`src/rtl/bus_arb_pkg.sv`:
```
package bus_arb_pkg;
  localparam int NUM_M   = 4;
  localparam int IDX_W   = $clog2(NUM_M);
  localparam int RANK_W  = 3;

  typedef enum logic [IDX_W-1:0] {
    M_REF  = 2'd0,
    M_DMA  = 2'd1,
    M_HOLD = 2'd2,
    M_CPU  = 2'd3
  } master_e;

  typedef enum logic [1:0] {
    ST_IDLE   = 2'd0,
    ST_GRANT  = 2'd1,
    ST_REVOKE = 2'd2
  } arb_state_e;

  // lower value wins; refresh moves between top and bottom
  function automatic logic [RANK_W-1:0] rank_of(master_e m, logic urgent);
    case (m)
      M_REF:   rank_of = urgent ? 3'd0 : 3'd4;
      M_DMA:   rank_of = 3'd1;
      M_HOLD:  rank_of = 3'd2;
      default: rank_of = 3'd3;
    endcase
  endfunction
endpackage

```
`src/rtl/bus_arb_urgency.sv`:
```
module bus_arb_urgency #(
  parameter int URGENT_TICKS = 2
) (
  input  logic clk_i,
  input  logic rst_ni,
  input  logic req_i,
  input  logic tick_i,
  input  logic serving_i,
  output logic urgent_o
);
  localparam int CNT_W = $clog2(URGENT_TICKS + 1);
  localparam logic [CNT_W-1:0] LIMIT = CNT_W'(URGENT_TICKS);

  logic [CNT_W-1:0] cnt_q;

  always_ff @(posedge clk_i or negedge rst_ni) begin
    if (!rst_ni) begin
      cnt_q <= '0;
    end else if (!req_i) begin
      cnt_q <= '0;
    end else if (tick_i && !serving_i && cnt_q != LIMIT) begin
      cnt_q <= cnt_q + 1'b1;
    end
  end

  assign urgent_o = (cnt_q == LIMIT);
endmodule

```
`src/rtl/bus_arb_rank.sv`:
```
module bus_arb_rank
  import bus_arb_pkg::*;
(
  input  logic [NUM_M-1:0] req_i,
  input  logic             urgent_i,
  input  logic [IDX_W-1:0] owner_i,
  output logic             win_valid_o,
  output logic [IDX_W-1:0] win_o,
  output logic             preempt_o
);
  logic [RANK_W-1:0] rank [NUM_M];

  for (genvar g = 0; g < NUM_M; g++) begin : g_rank
    assign rank[g] = rank_of(master_e'(IDX_W'(g)), urgent_i);
  end

  always_comb begin
    logic [RANK_W-1:0] best;
    best        = '1;
    win_valid_o = 1'b0;
    win_o       = '0;
    for (int m = 0; m < NUM_M; m++) begin
      if (req_i[m] && rank[m] < best) begin
        best        = rank[m];
        win_valid_o = 1'b1;
        win_o       = IDX_W'(m);
      end
    end
  end

  always_comb begin
    preempt_o = 1'b0;
    for (int m = 0; m < NUM_M; m++) begin
      if (req_i[m] && rank[m] < rank[owner_i]) preempt_o = 1'b1;
    end
  end
endmodule

```
`src/rtl/bus_arb_fsm.sv`:
```
module bus_arb_fsm
  import bus_arb_pkg::*;
(
  input  logic             clk_i,
  input  logic             rst_ni,
  input  logic [NUM_M-1:0] req_i,
  input  logic             win_valid_i,
  input  logic [IDX_W-1:0] win_i,
  input  logic             preempt_i,
  output logic [IDX_W-1:0] owner_o,
  output logic [NUM_M-1:0] ack_o
);
  arb_state_e       state_q, state_d;
  logic [IDX_W-1:0] owner_q, owner_d;

  always_comb begin
    state_d = state_q;
    owner_d = owner_q;
    case (state_q)
      ST_IDLE: begin
        if (win_valid_i) begin
          state_d = ST_GRANT;
          owner_d = win_i;
        end
      end
      ST_GRANT: begin
        if (!req_i[owner_q])  state_d = ST_IDLE;
        else if (preempt_i)   state_d = ST_REVOKE;
      end
      ST_REVOKE: begin
        // hold off the new master until the old one lets go
        if (!req_i[owner_q])  state_d = ST_IDLE;
      end
      default: state_d = ST_IDLE;
    endcase
  end

  always_ff @(posedge clk_i or negedge rst_ni) begin
    if (!rst_ni) begin
      state_q <= ST_IDLE;
      owner_q <= '0;
    end else begin
      state_q <= state_d;
      owner_q <= owner_d;
    end
  end

  for (genvar g = 0; g < NUM_M; g++) begin : g_ack
    assign ack_o[g] = (state_q == ST_GRANT) && (owner_q == IDX_W'(g));
  end

  assign owner_o = owner_q;
endmodule

```
`src/rtl/bus_arbiter.sv`:
```
module bus_arbiter
  import bus_arb_pkg::*;
#(
  parameter int URGENT_TICKS = 2
) (
  input  logic clk_i,
  input  logic rst_ni,
  input  logic ref_req_i,
  input  logic ref_tick_i,
  input  logic dma_req_i,
  input  logic ext_hold_req_i,
  input  logic cpu_req_i,
  output logic ref_ack_o,
  output logic dma_ack_o,
  output logic ext_hold_ack_o,
  output logic cpu_ack_o
);
  logic [NUM_M-1:0] req_vec;
  logic [NUM_M-1:0] ack_vec;
  logic             ref_urgent;
  logic             win_valid;
  logic [IDX_W-1:0] win;
  logic [IDX_W-1:0] owner;
  logic             preempt;

  assign req_vec[M_REF]  = ref_req_i;
  assign req_vec[M_DMA]  = dma_req_i;
  assign req_vec[M_HOLD] = ext_hold_req_i;
  assign req_vec[M_CPU]  = cpu_req_i;

  bus_arb_urgency #(.URGENT_TICKS(URGENT_TICKS)) u_urg (
    .clk_i     (clk_i),
    .rst_ni    (rst_ni),
    .req_i     (ref_req_i),
    .tick_i    (ref_tick_i),
    .serving_i (ack_vec[M_REF]),
    .urgent_o  (ref_urgent)
  );

  bus_arb_rank u_rank (
    .req_i       (req_vec),
    .urgent_i    (ref_urgent),
    .owner_i     (owner),
    .win_valid_o (win_valid),
    .win_o       (win),
    .preempt_o   (preempt)
  );

  bus_arb_fsm u_fsm (
    .clk_i       (clk_i),
    .rst_ni      (rst_ni),
    .req_i       (req_vec),
    .win_valid_i (win_valid),
    .win_i       (win),
    .preempt_i   (preempt),
    .owner_o     (owner),
    .ack_o       (ack_vec)
  );

  assign ref_ack_o      = ack_vec[M_REF];
  assign dma_ack_o      = ack_vec[M_DMA];
  assign ext_hold_ack_o = ack_vec[M_HOLD];
  assign cpu_ack_o      = ack_vec[M_CPU];
endmodule

```
`config.mk`:
```
export PLATFORM = sky130hd
export DESIGN_NAME = bus_arbiter
export DESIGN_NICKNAME = d
export VERILOG_FILES = /design/src/rtl/bus_arb_pkg.sv /design/src/rtl/bus_arb_urgency.sv /design/src/rtl/bus_arb_rank.sv /design/src/rtl/bus_arb_fsm.sv /design/src/rtl/bus_arbiter.sv
export SDC_FILE = /design/constraint.sdc
export NUM_CORES = 1
export LEC_CHECK = 0
export CORE_AREA = 2 2 39 41
export CTS_CLUSTER_SIZE = 12
export DETAILED_ROUTE_END_ITERATION = 10
export DIE_AREA = 0 0 41 43
export GPL_TIMING_DRIVEN = 1
export PLACE_DENSITY = 0.58
export SYNTH_ARGS = -nofsm -noshare
export SYNTH_HDL_FRONTEND = slang
export SYNTH_SLANG_ARGS = --single-unit
```
`constraint.sdc`:
```
create_clock -name clk_i -period 1.5 [get_ports clk_i]
set_input_delay 0.15 -clock clk_i [delete_from_list [all_inputs] [get_ports clk_i]]
set_output_delay 0.15 -clock clk_i [all_outputs]
set_load 0.03 [all_outputs]
```
==> qor.yml <==
power_and_ir_drop:
  ir_drop_mv: 0.725
  power_uw: 1040
  pwr_density_cell_mw_per_mm2: 1650
  leakagePower_uw: 0.000280
clock_tree:
  insertion_delay_ns: 0.26
  holdBufCountCts: 0
  clk_pin_slew_ns: 0.05
  cts_tree: "done"
  cts_made_buffers: 3
  cts_buffer_depth: 2
  cts.sinks: 6
  htreeDepth: 1
  cts_root_buf: "clkbuf_4"
flow_run:
  maxCapViolations: 0
worst_hold_path:
  min_path_type: "input port to async pin"
timing:
  finalWorstPathRequiredPeriod_ns: 1.44
  holdWs_ns: 0.132
  skew_ns: 0.00844
  tightest_slew_ns: 0.329
  rsz0062_at_grt: "true"
  setup_ws_ns: 0.0648
  hold_viol: 0
  min_period_over_period_pct: 95.7
  max_freq_ghz: 0.697
  slew_viol_final: 0
  max_slew_margin_pct: 77.7
  final-setup-viol-count: 0
drt:
  totalWireLength_um: 993
  viasPerCell: 5.36
  first_iter_violations: 2
  firstDrtPassIters: 2
  vias: 402
  drc: 0
  post_drt_wl_per_cell_um: 13.2
  ant_nets: 0
critical_path:
  arrival_ns: 1.29
  critPathLaunchType: "register"
  worstPathCellList: "buf_6 -> nor4b_4 -> buf_6"
  endpoint_kind: "output port"
  required_ns: 1.35
  regToRegStartpoint: "u_urg.cnt_q[0]"
  timing_worst_setup_path_type: "register to output port"
  crit_buf_inv: 2
  cp_max_fo: 7
  cp_top_family: "flip-flops"
  cp_common_cell: "buf_6"
  startpoint: "u_fsm.owner_o[1]"
  crit_slowest_cell: "dfrtp_1"
  max_stage_delay_ns: 0.42
grt:
  grt_max_degree: 10
  antenna_found_initial: 0
  grt_pass1_vias: 411
  grt_pass1_wl_mm: 1.78
  grt_usage_pct: 15.7
  grt_remaining_overflow: 0
finish:
  fin_nets: 70
  post-route-util_pct: 45.8
  final_layout_size_suffix_gt1_share_pct: 33.9
  fill_cells: 138
  syn2layout_area_growth_pct: 40.9
  diodes: 0
  fin_area_um2: 633
logic_synthesis:
  synth_area_per_cell_um2: 10.7
  ys_types: 29
  syn-num-nets: 51
  ys_seq_area_share_pct: 33.4
  netlist_instances: 42
  ys_ff_latch: 6
  ys.warnings.count: 0
  netlist_area_um2: 449
placed_design:
  place_congestion: 0.755
  dp_slack_ns: -0.0171
  place_area_um2: 581
  io_buffers: 10
floorplan:
  boundaryPins: 11
  die_area_mm2: 0.00176
  rows: 14
  start_util_pct: 32.5
  die-height_um: 43
  die_x_um: 41
  core_mm2: 0.00138
run_status:
  status: "finished clean"
-- power breakdown --
part           switching, µW  total, µW  internal, µW  leakage (µW)
clock network           68.7        160          91.2     0.0000138
registers               99.1        321           222     0.0000752
logic                    258        562           305      0.000191
total                    425       1040           618      0.000280
-- layout make-up --
class | instances | area (µm²) | area share (%)
Multi-Input combinational cell | 33 | 294 | 46.4
Sequential cell | 6 | 150 | 23.7
Timing Repair Buffer | 16 | 143 | 22.5
Clock buffer | 3 | 22.5 | 3.56
Tap cell | 16 | 20.0 | 3.16
Inverter | 1 | 3.75 | 0.593
-- worst register-to-register path: stages (launching register included) --
cell and delay [ns]:
dfrtp_1 0.35, inv_1 0.06, ha_1 0.25, nand2b_4 0.17, or3_1 0.31, a21boi_1 0.14
-- stage by stage --
step / TNS, ns / instances
4_1_cts: 0 / 75
5_1_grt: -0.000238 / 75
6_report: 0 / 75
2_1_floorplan: 0 / 42
3_5_place_dp: -0.0275 / 71
3_3_place_gp: 0 / 71
-- routing by layer --
layer / wire [µm] / global-route usage, %
met1: 491 / 20.7
met2: 418 / 20.3
met3: 42 / 4.71
met4: 41 / 12.0
met5: 0 / 0
-- cells in the final DEF (no fill, tap or decap), types with 2 or more instances in the layout --
master           n
clkbuf_4         3
nor2_1           2
nor2b_1          2
or3_1            2
o21ai_1          2
a21boi_1         2
ha_1             2
buf_4            8
buf_6            2
mux2_1           2
dfrtp_1          6
clkdlybuf4s50_1  6
-- cell usage after synthesis (all sizes together) --
cell,n,area [µm²]
nand2,1,3.75
buf,2,16.3
a41o,1,10.0
o311ai,1,8.76
inv,1,3.75
and3b,1,10.0
or3b,1,8.76
ha,2,25.0
nor3,1,10.0
or3,2,12.5
o21ai,3,15.0
a211oi,1,7.51
nand2b,1,6.26
nor2,2,7.51
a2bb2oi,1,8.76
and3,1,7.51
mux2,2,22.5
a31oi,1,6.26
nor4,1,6.26
nor2b,3,18.8
and2b,1,7.51
nor4b,1,23.8
dfrtp,6,150
a21boi,2,15.0
mux4,1,22.5
o21bai,1,7.51
o211ai,1,7.51
-- cells by family (layout without fill, tap and decap cells) --
family / Yosys count / count (layout) / synth area share [%]
and+or+nand+nor: 16 / 16 / 27.3
AOI/OAI and AO/OA: 12 / 12 / 19.2
DFF: 6 / 6 / 33.4
muxes: 3 / 3 / 10.0
buffers and inverters: 3 / 20 / 4.45
adders and majority gates: 2 / 2 / 5.57
-- final timing paths --
| kind | slack (ns) | cells after the start | endpoint |
|---|---|---|---|
| worst max-delay path | 0.06 | 3 | ref_ack_o |
| worst min-delay path | 0.13 | 1 | u_fsm.state_q[1] |
| worst max register to register | 0.15 | 5 | u_urg.cnt_q[0] |
| worst min register to register | 0.56 | 2 | u_urg.cnt_q[0] |
| max in group asynchronous | 1.14 | 1 | u_urg.cnt_q[0] |
| min in group clk_i | 0.56 | 2 | u_urg.cnt_q[0] |
-- sequential cells by signal, indices dropped and copies added, names as in the netlist --
name           cells
u_fsm.owner_o      2
u_fsm.state_q      2
u_urg.cnt_q        2
-- what timing repair did --
| item | 4_1_cts | 5_1_grt |
|---|---|---|
| pin swaps | 1 | 1 |
| gates resized for setup | 2 | 3 |
| hold endpoints to repair | 0 | 0 |
| setup buffers | 1 | 0 |
| endpoints found under the setup margin | 3 | 5 |
Note: power is estimated with default switching activity, not from simulation.
